### src/rtl/acnt_pkg.sv
package acnt_pkg;
  typedef enum logic [1:0] {
    MODE_PULSE     = 2'b00,
    MODE_HOLD      = 2'b01,
    MODE_RELOAD    = 2'b10,
    MODE_PULSE_ALT = 2'b11
  } acnt_mode_e;
endpackage

### src/rtl/acnt_input_sel.sv
module acnt_input_sel #(
  parameter int N_CNT_IN = 4,
  parameter int N_RST_IN = 4,
  localparam int RSEL_W  = (N_RST_IN > 1) ? $clog2(N_RST_IN) : 1
) (
  input  logic [N_CNT_IN-1:0] cnt_in_i,
  input  logic [N_CNT_IN-1:0] cnt_sel_i,
  input  logic [N_RST_IN-1:0] rst_in_i,
  input  logic [RSEL_W-1:0]   rst_sel_i,
  output logic                cnt_en_o,
  output logic                sync_rst_o
);
  assign cnt_en_o = |(cnt_in_i & cnt_sel_i);

  always_comb begin
    sync_rst_o = 1'b0;
    for (int i = 0; i < N_RST_IN; i++) begin
      if (int'(rst_sel_i) == i) sync_rst_o = rst_in_i[i];
    end
  end
endmodule

### src/rtl/acnt_stage.sv
module acnt_stage #(
  parameter int W = 12
) (
  input  logic         clk_i,
  input  logic         rst_ni,
  input  logic         clr_i,
  input  logic         inc_i,
  output logic [W-1:0] nxt_o
);
  logic [W-1:0] cnt_q;

  assign nxt_o = inc_i ? cnt_q + W'(1) : cnt_q;

  always_ff @(posedge clk_i or negedge rst_ni) begin
    if (!rst_ni)    cnt_q <= '0;
    else if (clr_i) cnt_q <= '0;
    else            cnt_q <= nxt_o;
  end
endmodule

### src/rtl/acnt_match.sv
module acnt_match #(
  parameter int STAGE_W  = 12,
  parameter int N_STAGES = 4
) (
  input  logic [N_STAGES-1:0][STAGE_W-1:0] val_i,
  input  logic [N_STAGES-1:0][STAGE_W-1:0] tgt_i,
  input  logic [N_STAGES-1:0]              active_i,
  output logic                             eq_o
);
  logic [N_STAGES-1:0] stage_eq;

  for (genvar k = 0; k < N_STAGES; k++) begin : g_cmp
    assign stage_eq[k] = !active_i[k] || (val_i[k] == tgt_i[k]);
  end

  assign eq_o = &stage_eq;
endmodule

### src/rtl/automata_counter.sv
module automata_counter
  import acnt_pkg::*;
#(
  parameter int STAGE_W  = 12,
  parameter int N_STAGES = 4,
  parameter int N_CNT_IN = 4,
  parameter int N_RST_IN = 4,
  localparam int TGT_W   = STAGE_W * N_STAGES,
  localparam int RSEL_W  = (N_RST_IN > 1) ? $clog2(N_RST_IN) : 1,
  localparam int STG_W   = $clog2(N_STAGES + 1)
) (
  input  logic                clk_i,
  input  logic                rst_ni,
  input  logic [N_CNT_IN-1:0] cnt_in_i,
  input  logic [N_CNT_IN-1:0] cnt_sel_i,
  input  logic [N_RST_IN-1:0] rst_in_i,
  input  logic [RSEL_W-1:0]   rst_sel_i,
  input  logic [STG_W-1:0]    stages_i,
  input  logic [TGT_W-1:0]    target_i,
  input  logic [1:0]          mode_i,
  output logic                act_o
);
  acnt_mode_e mode;
  logic cnt_en, sync_rst, inc, eq, hit, reload_hit;
  logic fired_q, act_q;
  logic [N_STAGES-1:0]              active, carry_in, stage_clr;
  logic [N_STAGES-1:0][STAGE_W-1:0] nxt, tgt;

  assign mode = acnt_mode_e'(mode_i);
  assign tgt  = target_i;

  acnt_input_sel #(.N_CNT_IN(N_CNT_IN), .N_RST_IN(N_RST_IN)) u_sel (
    .cnt_in_i  (cnt_in_i),
    .cnt_sel_i (cnt_sel_i),
    .rst_in_i  (rst_in_i),
    .rst_sel_i (rst_sel_i),
    .cnt_en_o  (cnt_en),
    .sync_rst_o(sync_rst)
  );

  // dormant after a pulse or hold event
  assign inc        = cnt_en && !fired_q;
  assign hit        = inc && !sync_rst && eq;
  assign reload_hit = hit && (mode == MODE_RELOAD);

  for (genvar k = 0; k < N_STAGES; k++) begin : g_stage
    if (k == 0) begin : g_lsb
      assign active[k]   = 1'b1;
      assign carry_in[k] = inc;
    end else begin : g_upper
      assign active[k]   = (k < int'(stages_i));
      // next value wrapped to zero under a carry means this stage overflowed
      assign carry_in[k] = carry_in[k-1] && (nxt[k-1] == '0) && active[k];
    end
    assign stage_clr[k] = sync_rst || reload_hit || !active[k];

    acnt_stage #(.W(STAGE_W)) u_stage (
      .clk_i (clk_i),
      .rst_ni(rst_ni),
      .clr_i (stage_clr[k]),
      .inc_i (carry_in[k]),
      .nxt_o (nxt[k])
    );
  end

  acnt_match #(.STAGE_W(STAGE_W), .N_STAGES(N_STAGES)) u_match (
    .val_i   (nxt),
    .tgt_i   (tgt),
    .active_i(active),
    .eq_o    (eq)
  );

  always_ff @(posedge clk_i or negedge rst_ni) begin
    if (!rst_ni) begin
      fired_q <= 1'b0;
      act_q   <= 1'b0;
    end else if (sync_rst) begin
      fired_q <= 1'b0;
      act_q   <= 1'b0;
    end else begin
      fired_q <= fired_q || (hit && (mode != MODE_RELOAD));
      act_q   <= hit || ((mode == MODE_HOLD) && act_q);
    end
  end

  assign act_o = act_q;
endmodule

### config.mk
export PLATFORM = sky130hd
export DESIGN_NAME = automata_counter
export DESIGN_NICKNAME = d
export VERILOG_FILES = /design/src/rtl/acnt_pkg.sv /design/src/rtl/acnt_input_sel.sv /design/src/rtl/acnt_stage.sv /design/src/rtl/acnt_match.sv /design/src/rtl/automata_counter.sv
export SDC_FILE = /design/constraint.sdc
export NUM_CORES = 1
export LEC_CHECK = 0
export BUFFER_PORTS_ARGS = -buffer_cell sky130_fd_sc_hd__buf_2
export CELL_PAD_IN_SITES_DETAIL_PLACEMENT = 1
export CELL_PAD_IN_SITES_GLOBAL_PLACEMENT = 1
export CORE_UTILIZATION = 47
export DETAILED_ROUTE_END_ITERATION = 8
export PLACE_DENSITY = 0.88
export SETUP_SLACK_MARGIN = 0.2
export SLEW_MARGIN = 20
export SYNTH_ARGS = -nofsm -noshare
export SYNTH_HDL_FRONTEND = slang
export SYNTH_SLANG_ARGS = --single-unit
### constraint.sdc
create_clock -name clk_i -period 9.1 [get_ports clk_i]
set_input_delay 2.73 -clock clk_i [delete_from_list [all_inputs] [get_ports clk_i]]
set_output_delay 2.73 -clock clk_i [all_outputs]
set_load 0.1 [all_outputs]
# Word level (Yosys, flattened, before mapping)
# Cells that the tools add are included.
# word_totals
reg_bits	50
elab_cells	70
# op_classes
add_sub_neg	4
order_cmp	3
eq_ne	10
muxes	14
n_bitwise	1
n_reduce_logical	32
# ops
op	n
$mux W12	8
$add A12 B1 Y12 const B	4
$eq A12 B12 Y1	4
$logic_not A12 Y1	3
$logic_and A1 B1 Y1	12
$logic_or A1 B1 Y1	9
$eq A2 B2 Y1 const B	3
$lt A2 B3 Y1 const A	2
$mux W1	6
$logic_not A1 Y1	5
$and A4 B4 Y4	1
$eq A2 B1 Y1 const B	2
$reduce_and A4 Y1	1
$reduce_or A4 Y1	1
$lt A1 B3 Y1 const A	1
$logic_not A2 Y1	1
$ne A2 B2 Y1 const B	1

# Depth between registers and ports, before layout
# Gate-level depths: netlist of the first run.
# depth
ltp_word	24
mapped_depth	17

# By module
# From an unflattened synthesis of the first run, not the netlist that was laid out.
# unflattened
hier_cells	372
hier_area_um2	3528.4
# by_module_without_submodules
mod	instances	cells_each	area_per_inst_um2
acnt_stage	4	67	675.6
acnt_match	1	65	534.3
automata_counter	1	35	250.2
acnt_input_sel	1	4	41.3

# Worst setup path after synthesis of the first run
# Ideal clock, no wire load.
# synth_path
kind	input port to flip-flop
startpoint	input cnt_in_i[2]
endpoint	register g_stage[2].u_stage.cnt_q[11]
setup_ps	137
t_arrival_ps	6673
path_slack_ps	2290
cell_stages	14
n_path_buf	1
path_cell_list	a22oi_2 > a2111oi_1 > mux2i_1 > nand4_1 > or4_4 > mux2i_2 > nand4_4 > or3_1 > and2_4 > nor4_4 > nand4_2 > a211oi_4 > buf_6 > nor3_1
# synth_via
elab_chain_cells	24
# synth_lines
element	line_no	text
from (decl)	automata_counter.sv:14	input logic [N_CNT_IN-1:0] cnt_in_i,
$and A4 B4 Y4 (*)	acnt_input_sel.sv:13	assign cnt_en_o = |(cnt_in_i & cnt_sel_i);
$reduce_or A4 Y1 (*)	acnt_input_sel.sv:13	
$logic_and A1 B1 Y1 (*)	automata_counter.sv:42	assign inc = cnt_en && !fired_q;
$mux W12	acnt_stage.sv:12	assign nxt_o = inc_i ? cnt_q + W'(1) : cnt_q;
$logic_not A12 Y1	automata_counter.sv:53	assign carry_in[k] = carry_in[k-1] && (nxt[k-1] == '0) && active[k];
$logic_and A1 B1 Y1 (2 in a row)	automata_counter.sv:53	
$mux W12	acnt_stage.sv:12	
$logic_not A12 Y1	automata_counter.sv:53	
[6 not listed]	-	
$mux W12	acnt_stage.sv:12	
$eq A12 B12 Y1	acnt_match.sv:13	assign stage_eq[k] = !active_i[k] || (val_i[k] == tgt_i[k]);
$logic_or A1 B1 Y1	acnt_match.sv:13	
$reduce_and A4 Y1	acnt_match.sv:16	assign eq_o = &stage_eq;
$logic_and A1 B1 Y1	automata_counter.sv:43	assign hit = inc && !sync_rst && eq;
$logic_and A1 B1 Y1	automata_counter.sv:44	assign reload_hit = hit && (mode == MODE_RELOAD);
$logic_or A1 B1 Y1 (2 in a row)	automata_counter.sv:55	assign stage_clr[k] = sync_rst || reload_hit || !active[k];
$mux W12 (*)	acnt_stage.sv:16	else if (clr_i) cnt_q <= '0;
to (signal assigned)	acnt_stage.sv:17	else cnt_q <= nxt_o;
to (decl)	acnt_stage.sv:10	logic [W-1:0] cnt_q;
# Mark *: on every way between the ends. The rest lies on a longest branch, timed or not.

# Final worst setup path of the first run
# layout_path
startpoint	input cnt_in_i[2]
endpoint	register g_stage[1].u_stage.cnt_q[1]
# layout_via
elab_chain_cells	24
# layout_lines
element	line_no
$and A4 B4 Y4 (*)	acnt_input_sel.sv:13
$reduce_or A4 Y1 (*)	acnt_input_sel.sv:13
$logic_and A1 B1 Y1 (*)	automata_counter.sv:42
$mux W12	acnt_stage.sv:12
$logic_not A12 Y1	automata_counter.sv:53
$logic_and A1 B1 Y1 (2 in a row)	automata_counter.sv:53
$mux W12	acnt_stage.sv:12
$logic_not A12 Y1	automata_counter.sv:53
[6 not listed]	-
$mux W12	acnt_stage.sv:12
$eq A12 B12 Y1	acnt_match.sv:13
$logic_or A1 B1 Y1	acnt_match.sv:13
$reduce_and A4 Y1	acnt_match.sv:16
$logic_and A1 B1 Y1	automata_counter.sv:43
$logic_and A1 B1 Y1	automata_counter.sv:44
$logic_or A1 B1 Y1 (2 in a row)	automata_counter.sv:55
$mux W12 (*)	acnt_stage.sv:16
to (signal assigned)	acnt_stage.sv:17
to (decl)	acnt_stage.sv:10
# Marked as above.

==> flow_summary.ini, run 1 <==
[timing]
setup_viol = 0
fmax_mhz = 132
finalSetupTns_ns = 0
fin_crit_sh_pct = 83.2
fin_crit_ns = 7.57
relSlewSlack_pct = 39.8
hold_viol_final = 0
finClkSkew_ns = 0.0161
holdWs_ns = 0.576
drv_slew = 0
rsz0062_at_grt = false
post-route-worst-setup-slack_ns = 1.53
tightest_slew_ns = 0.895

[place]
dp_hpwl_um = 11300
io_buffers = 69
dp_slack_ns = 1.25
place.gp.congestion = 1.01

[synthesis]
netlist_instances = 576
syn_nets = 649
yosysTopAreaCellShare_pct = 26.3
synth_largest_area_cell = dfrtp_1
synth-seq-area-share_pct = 26.3
synth_flop_cell = dfrtp_1
post_synth_and_or_nand_nor_area_fraction_pct = 32.6
synth_enable_flop_cells = 0
synth_xor_area_share_pct = 19.1
ys_warn_count = 0
synth_mux_area_share_pct = 2.63
synth-seq-cells = 50
yosysUniqueCellTypes = 73
synth_area_leaders = dfrtp_1, xnor2_1, xor2_1
synth_area_um2 = 4760
synthAdderAreaFrac_pct = 1.05
synth_top_family_by_area = simple AND/OR/NAND/NOR gates
synth_compound_area_share_pct = 13.9
async_flop_share_pct = 100
synth_area_per_cell_um2 = 8.26

[critical_path]
worstPathMaxFanout = 36
cp_slowest_cell = a2111oi_1
worstPathArrival_ns = 7.75
start_kind = input pin
endpoint_kind = flip-flop
cp_slowest_stage_delay_ns = 0.74
critPathKind = in2reg
crit_chain = buf_2 -> a22oi_2 -> a2111oi_1 -> mux2i_1 -> nand4_1 -> nor4_1 -> mux2i_1 -> nand4_4 -> nor2_1 -> a31oi_1 -> nor4_1 -> nand4_2 -> a211oi_4 -> buf_4 -> nor3_1
worstPathRequired_ns = 9.28

[global_routing]
grt_first_pass_wirelength_um = 23800
grt_max_degree = 51
grt_pass1_vias = 4704
antenna_found_initial = 0
overflow = 0
grt_use_total_pct = 29.4

[clock_network]
cts_root_buf = clkbuf_8
htreeDepth = 2
cts.sinks = 50
cts_tree = yes
cts_setup_buffers = 0
ctsHoldBuffers = 0
clock_path_buffers = 2
cts.clk_slew.worst_paths_ns = 0.12
numCtsBuffers = 5
cts_resized = 0
clk_latency_ns = 0.33

[routing]
vias = 4658
post_drt_wl_per_cell_um = 19.5
drt-initial-drc-count = 232
routed_wl_um = 14700
firstDrtPassIters = 4
vias_per_cell = 6.15
drc = 0
final_antenna_net_count = 0

[power_and_ir_drop]
power_uw = 468
p_leak_uw = 0.00206
vdd.ir_drop.worst_uv = 57.4
power_density_nw_per_um2 = 89.6

[run_status]
status = complete, no violations

[finish]
syn_to_final_growth_pct = 9.89
num-nets-final = 697
multi_input_area_um2 = 3300
fin_util_pct = 53.5
drive_gt1_share_pct = 18.2
seq_area_um2 = 1250
n_antenna_cell = 0
fillers = 1231

[worst_hold_path]
worstHoldPathType = reg2reg

[floorplan]
die_area_um2 = 10500
core_um2 = 9770
dieWidth_um = 103
die_y_um = 103
rows = 36
initial_utilization_pct = 48.7
ios = 70

[flow_run]
drv_cap = 0
==> cell usage in the layout (no fill, tap or decap), drive strengths merged, types with 3 or more instances in the layout <==
cell / netlist / layout
nand2: 54 / 54
nor2: 46 / 46
or4: 7 / 7
o21ai: 12 / 12
nand3: 24 / 24
nand4: 20 / 20
nand2b: 10 / 10
a21o: 5 / 5
and4: 10 / 10
nor3: 51 / 51
nor2b: 5 / 5
xnor2: 58 / 58
clkbuf: 14 / 5
a21oi: 13 / 13
mux2i: 11 / 11
nor4: 14 / 14
dfrtp: 50 / 50
o31ai: 4 / 4
a211oi: 10 / 10
and2: 3 / 3
or3: 4 / 4
a22oi: 4 / 4
nor3b: 7 / 7
buf: 19 / 74
inv: 9 / 9
o22ai: 3 / 3
a2111oi: 4 / 4
a31oi: 7 / 7
or2: 7 / 7
xor2: 46 / 46
ha: 4 / 4
and3: 8 / 8
==> through the flow <==
step	instances	cell area (µm²)
2_1_floorplan	576	4760
3_3_place_gp	750	5130
3_5_place_dp	750	5140
4_1_cts	758	5230
5_1_grt	758	5230
6_report	758	5230
==> layout make-up <==
class	count	share of cell area [%]
Inverter	9	0.646
Tap cell	133	3.18
Timing Repair Buffer	74	7.32
Clock buffer	5	1.32
Clock inverter	3	0.407
Multi-Input combinational cell	484	63.2
Sequential cell	50	23.9
==> flip-flops by register name, indices dropped and copies added (netlist names) <==
register	flops
g_stage.u_stage.cnt_q	48
fired_q	1
act_o	1
==> synthesized netlist by cell type (all sizes together), types with 5 or more instances <==
| master | instances |
|---|---|
| a21o | 5 |
| a211oi | 10 |
| nand4 | 20 |
| and4 | 10 |
| nor3b | 7 |
| clkbuf | 14 |
| buf | 19 |
| xnor2 | 58 |
| nand3 | 24 |
| nor2 | 46 |
| a31oi | 7 |
| o21ai | 12 |
| xor2 | 46 |
| or4 | 7 |
| dfrtp | 50 |
| inv | 9 |
| nor2b | 5 |
| or2 | 7 |
| and3 | 8 |
| nor3 | 51 |
| mux2i | 11 |
| a21oi | 13 |
| nor4 | 14 |
| nand2 | 54 |
| nand2b | 10 |
==> logic make-up (layout without fill, tap and decap cells) <==
family	after synthesis	count (layout)
simple gates	276	276
xor+xnor	104	104
compound gates	88	88
flops	50	50
buf+inv	42	91
mux	12	12
fa+ha+maj	4	4
==> path summary, 6_finish.rpt <==
path,to,cells past startpoint,startpoint,slack (ns)
worst max-delay path,g_stage[1].u_stage.cnt_q[1]$_DFF_PN0_,15,cnt_in_i[2],1.53
worst min-delay path,act_o$_DFF_PN0_,2,act_o$_DFF_PN0_,0.58
worst max register to register,g_stage[1].u_stage.cnt_q[1]$_DFF_PN0_,14,g_stage[0].u_stage.cnt_q[2]$_DFF_PN0_,3.20
worst min register to register,act_o$_DFF_PN0_,2,act_o$_DFF_PN0_,0.58
max in group asynchronous,g_stage[3].u_stage.cnt_q[0]$_DFF_PN0_,2,rst_ni,6.11
min in group asynchronous,g_stage[0].u_stage.cnt_q[3]$_DFF_PN0_,2,rst_ni,2.51
==> layer usage <==
layer | wire [µm] | part of all wire, % | track usage [%] | vias up
met1 | 6450 | 44 | 38.0 | 2296
met5 | 0 | 0 | 0 | -
met4 | 413 | 2.8 | 11.0 | 0
met3 | 675 | 4.6 | 3.73 | 32
li1 | - | - | - | 2189
met2 | 7210 | 49 | 50.3 | 141
==> report_power, final <==
part           total [µW]  internal, µW  switching (µW)
combinational        92.6          36.9            55.8
clock                 148          54.5            93.9
sequential            227           224            3.37
total                 468           315             153
==> worst max-delay path, delay by kind of cell <==
| kind | cells | cell delay [ns] |
|---|---|---|
| simple gates | 7 | 2.38 |
| compound gates | 4 | 1.32 |
| mux | 2 | 0.75 |
| buf+inv | 2 | 0.55 |
(Power assumes the default switching activity.)
==> inputs of run 2 (changes only) <==
- CORE_UTILIZATION: 47 -> 39
- PLACE_DENSITY: 0.88 -> 0.78
- clock period: 9.1 -> 6.9 ns (I/O delays scaled with it)
==> flow_summary.ini, run 2 (synthesis gave the netlist of run 1 again) <==
[power_and_ir_drop]
p_leak_uw = 0.00211
p_seq_share_pct = 43.9
p_comb_share_pct = 18.0
p_sw_share_pct = 29.7
power_uw = 683
p_int_uw = 480
vdd.ir_drop.worst_uv = 87.2
power_density_nw_per_um2 = 128
power.net_switching_uw = 203
clkPwrFrac_pct = 38.1

[flow_run]
drv_cap = 0

[critical_path]
ff2ff_setup_slack_ns = 1.63
worstPathArrival_ns = 6.46
worstPathRequired_ns = 7.04
critPathKind = in2reg
critical-path-top-delay-family = simple AND/OR/NAND/NOR gates
crit_buf_inv = 3
cp_slowest_cell = or4_4
endpoint_kind = flip-flop
cp_slowest_stage_delay_ns = 0.65
start_kind = input pin
worstPathMaxFanout = 36
crit_chain = buf_2 -> a22oi_2 -> a2111oi_1 -> buf_4 -> mux2i_1 -> nand4_1 -> or4_4 -> mux2i_2 -> nand4_4 -> nor2_1 -> a31oi_1 -> nor4_1 -> nand4_2 -> a211oi_4 -> buf_12 -> nor3_1

[routing]
vias_per_cell = 5.93
vias = 4581
final_antenna_net_count = 0
drc = 0
firstDrtPassIters = 4
post_drt_wl_per_cell_um = 18.8
routed_wl_um = 14500
drt-initial-drc-count = 188

[clock_network]
clock_path_buffers = 2
cts_root_buf = clkbuf_16
htreeDepth = 2
clk_latency_ns = 0.30
cts_tree = yes
numCtsBuffers = 5
cts.clk_slew.worst_paths_ns = 0.08
ctsHoldBuffers = 0
cts.sinks = 50

[finish]
fillers = 1415
final_cell_mix = buf_2, xnor2_1, nand2_1
num-nets-final = 702
n_antenna_cell = 0
largest_register_ffs = 48
drive_gt1_share_pct = 19.0
regMostFlops = g_stage.u_stage.cnt_q
final_common_cell = buf_2
syn_to_final_growth_pct = 12.6

[floorplan]
initial_utilization_pct = 40.8
die_y_um = 112
ios = 70
die_area_um2 = 12600
core_um2 = 11700
dieWidth_um = 112
rows = 39

[timing]
drv_slew = 0
finalSetupTns_ns = 0
hold_viol_final = 0
setup_viol = 0
rsz0062_at_grt = false
fin_crit_sh_pct = 91.7
fin_crit_ns = 6.33
relSlewSlack_pct = 33.5
tightest_slew_ns = 0.990
finClkSkew_ns = 0.00908
fmax_mhz = 158

[global_routing]
overflow = 0
grt_pass1_vias = 4806
grt_use_total_pct = 24.1
grt_first_pass_wirelength_um = 24400
grt_max_degree = 51
antenna_found_initial = 0

[run_status]
status = complete, no violations

[worst_hold_path]
worstHoldPathType = reg2reg

[place]
dp_hpwl_um = 11300
place.gp.congestion = 0.927
io_buffers = 69
## run 2: cell count changes in the layout (fill, tap and decap cells not counted), sizes merged
| cell | change |
|---|---|
| buf | +5 |
| clkinv | -2 |
| clkinvlp | +1 |
| inv | +1 |
## run 2: final cells by class
cell class / instances / area (µm²) / area share, %
Clock buffer: 5 / 125 / 2.34
Clock inverter: 3 / 23.8 / 0.444
Inverter: 9 / 33.8 / 0.631
Multi-Input combinational cell: 484 / 3310 / 61.8
Sequential cell: 50 / 1250 / 23.4
Tap cell: 143 / 179 / 3.34
Timing Repair Buffer: 79 / 433 / 8.08
## run 2: metal layers
layer	global-route usage, %	up-vias	part of all wire [%]
met5	0	-	0
met4	6.13	0	1.5
met3	2.92	18	3.0
met1	32.9	2268	47
li1	-	2200	-
met2	40.5	95	48
## run 2: tightest hold or removal path, cell delays in order (launching register included)
cell	delay, ns
dfrtp_1	0.38
nand2_1	0.07
o31ai_1	0.06
## run 2: final timing paths
check,start,cells after the start,endpoint
worst max-delay path,cnt_in_i[2],16,g_stage[1].u_stage.cnt_q[11]$_DFF_PN0_
worst min-delay path,act_o$_DFF_PN0_,2,act_o$_DFF_PN0_
worst max register to register,g_stage[1].u_stage.cnt_q[1]$_DFF_PN0_,15,g_stage[1].u_stage.cnt_q[11]$_DFF_PN0_
worst min register to register,act_o$_DFF_PN0_,2,act_o$_DFF_PN0_
max in group asynchronous,rst_ni,2,g_stage[2].u_stage.cnt_q[4]$_DFF_PN0_
min in group asynchronous,rst_ni,2,g_stage[0].u_stage.cnt_q[10]$_DFF_PN0_
## run 2: per-stage QoR
step	setup WS, ns	util [%]	std cells	cell area, µm²	hold slack [ns]
after detailed placement	0.284	44.5	765	5190	0.534
after global placement	0.469	44.5	765	5190	0.522
final	0.575	45.9	773	5360	0.543
after CTS	0.540	45.8	773	5340	0.547
after floorplan	0.750	-	576	4760	0.524
after global routing	0.250	45.9	773	5360	0.571
## run 2: power groups by stage
stage | clock network [µW] | registers [µW] | logic [µW]
6_report | 260 | 300 | 123
5_1_grt | 279 | 300 | 135
4_1_cts | 267 | 299 | 123
2_1_floorplan | 0 | 304 | 67.6
3_3_place_gp | 0 | 305 | 118
3_5_place_dp | 0 | 305 | 123
## run 2: what timing repair did
action,CTS,global route
setup buffers,0,0
endpoints found under the setup margin,0,27
resized for setup,0,2
==> inputs of run 3 (changes only) <==
- ABC_AREA: unset -> 1
- ABC_CLOCK_PERIOD_IN_PS: unset -> 6900
- CORE_UTILIZATION: 39 -> 37
==> flow_summary.ini, run 3 <==
[run_status]
status = complete, no violations

[synthesis]
synth_enable_flop_cells = 0
syn_nets = 797
synth-seq-cells = 50
netlist_instances = 724
synthAdderAreaFrac_pct = 1.06
async_flop_share_pct = 100
synth_area_per_cell_um2 = 6.52
synth.most_common_cell = nand2_1
synth_compound_area_share_pct = 2.62
post_synth_and_or_nand_nor_area_fraction_pct = 50.5
synth_area_leaders = dfrtp_1, nand2_1, nor2_1
synth_mux_area_share_pct = 0
ys_warn_count = 0
synth_common_cells = nand2_1, nor2_1, inv_1
synth_xor_area_share_pct = 9.03
synth_largest_area_cell = dfrtp_1
synth_flop_cell = dfrtp_1
synth_top_family_by_area = simple AND/OR/NAND/NOR gates
synth-seq-area-share_pct = 26.5
yosysUniqueCellTypes = 43
synth_area_um2 = 4720
yosysTopAreaCellShare_pct = 26.5

[timing]
rsz0062_at_grt = false
fin_crit_sh_pct = 90.6
finClkSkew_ns = 0.00686
finalSetupTns_ns = 0
drv_slew = 0
tightest_slew_ns = 0.684
relSlewSlack_pct = 54.4
setup_viol = 0
hold_viol_final = 0
fin_crit_ns = 6.25
fmax_mhz = 160

[critical_path]
critPathKind = in2reg
worstPathRequired_ns = 7.07
cp_slowest_cell = nor2_4
critical-path-top-delay-family = simple AND/OR/NAND/NOR gates
rr_endpoint = g_stage[2].u_stage.cnt_q[0]$_DFF_PN0_
worstPathMaxFanout = 18
start_kind = input pin
endpoint_kind = flip-flop
reg2reg_depth = 37
cp_slowest_stage_delay_ns = 0.36
rr_startpoint = g_stage[0].u_stage.cnt_q[1]$_DFF_PN0_
ff2ff_setup_slack_ns = 2.04
worstPathArrival_ns = 6.42
cpMostUsedCell = nand2_1
crit_buf_inv = 3

[power_and_ir_drop]
vdd.ir_drop.worst_uv = 82.5
p_leak_uw = 0.00265
power_density_nw_per_um2 = 148

[clock_network]
numCtsBuffers = 5
cts_root_buf = clkbuf_16
ctsHoldBuffers = 0
clk_latency_ns = 0.30
cts.sinks = 50
htreeDepth = 2
cts.clk_slew.worst_paths_ns = 0.07
cts_tree = yes
clock_path_buffers = 2

[finish]
layout.cells.non_filler = 964
n_antenna_cell = 0
num-nets-final = 868
final_common_cell = nand2_1
drive_gt1_share_pct = 20.6
regMostFlops = g_stage.u_stage.cnt_q
final_cell_mix = nand2_1, nor2_1, inv_1
stdcell_area_um2 = 5430
syn_to_final_growth_pct = 15.0
fin_util_pct = 44.5
largest_register_ffs = 48

[routing]
firstDrtPassIters = 4
vias_per_cell = 5.10
drt-initial-drc-count = 172
final_antenna_net_count = 0
post_drt_wl_per_cell_um = 15.6
drc = 0
routed_wl_um = 15100
vias = 4921

[worst_hold_path]
min_to = act_o$_DFF_PN0_
worstHoldPathCells = 2
worstHoldPathType = reg2reg
hp-start = act_o$_DFF_PN0_

[global_routing]
grt_first_pass_wirelength_um = 24600
grt_pass1_vias = 5094
overflow = 0
grt_use_total_pct = 23.8
grt_max_degree = 51
antenna_found_initial = 0

[place]
place_inst = 954
io_buffers = 69
placed_area_um2 = 5210
dp_hpwl_um = 12100
place.gp.congestion = 0.915

[flow_run]
drv_cap = 0

[floorplan]
core_um2 = 12200
die_area_um2 = 13200
dieWidth_um = 115
ios = 70
rows = 40
initial_utilization_pct = 38.7
die_y_um = 115
-- run 3: cell types whose count changed after synthesis, moves of 13 or more --
cell      previous run  this run
xnor2_1             58        19
nor3_1              41        16
inv_1                9        94
nor2_1              46        97
xor2_1              46        27
nand3_1             22        54
clkbuf_1            14         1
nand2_1             54       196
nand4_1             18        39
nor2_2               0        22
nand2_2              0        22
-- run 3: repair_timing --
item                                    CTS  global route
resized for setup                         0             3
setup buffers                             0             2
endpoints found under the setup margin    0            49
-- run 3: metal layers --
metal / vias to the layer above / track usage (%) / part of all wire, %
met5: - / 0 / 0
met3: 24 / 3.22 / 2.8
met4: 0 / 7.45 / 2.2
li1: 2437 / - / -
met2: 98 / 42.7 / 51
met1: 2362 / 29.4 / 44
-- run 3: worst max-delay path by stage --
stage                            start                                     to  slack [ns]  cells after the start
after global routing      cnt_sel_i[1]  g_stage[2].u_stage.cnt_q[0]$_DFF_PN0_        0.19                     37
after CTS                 cnt_sel_i[1]  g_stage[2].u_stage.cnt_q[0]$_DFF_PN0_        0.37                     27
final                     cnt_sel_i[1]  g_stage[2].u_stage.cnt_q[0]$_DFF_PN0_        0.65                     37
after global placement     cnt_in_i[2]  g_stage[2].u_stage.cnt_q[0]$_DFF_PN0_        0.31                     27
after detailed placement  cnt_sel_i[1]  g_stage[2].u_stage.cnt_q[0]$_DFF_PN0_        0.11                     32
after floorplan            cnt_in_i[0]  g_stage[2].u_stage.cnt_q[1]$_DFF_PN0_        1.41                     35
-- run 3: through the flow --
stage	setup slack [ns]	hold WS [ns]	power, µW
floorplan	1.41	0.563	448
global placement	0.314	0.559	510
detailed placement	0.115	0.601	519
CTS	0.374	0.610	811
global route	0.193	0.620	846
finish	0.651	0.604	806
-- run 3: kinds of logic after synthesis --
kind of cell | count (synthesis)
compound gates | 20
simple gates | 488
flops | 50
fa+ha+maj | 4
buf+inv | 115
xor+xnor | 47
-- run 3: area by class of cell --
cell class / count / area (µm²)
clock buffers: 6 / 129
clock inverters: 2 / 37.5
fillers: 1704 / 6780
inverters: 105 / 395
multi-input cells: 559 / 3000
flip-flops and latches: 50 / 1250
well taps: 168 / 210
repair buffers: 74 / 408
-- run 3: where the power goes --
part | internal [µW] | total, µW | leakage [µW] | switching (µW)
combinational | 68.0 | 210 | 0.00188 | 142
clock | 172 | 291 | 0.0000771 | 119
sequential | 298 | 305 | 0.000696 | 6.88
-- run 3: worst min-delay path, delay by kind of cell, from the launching register on --
family,cells,cell delay [ns]
simple gates,1,0.11
flops,1,0.39
compound gates,1,0.07
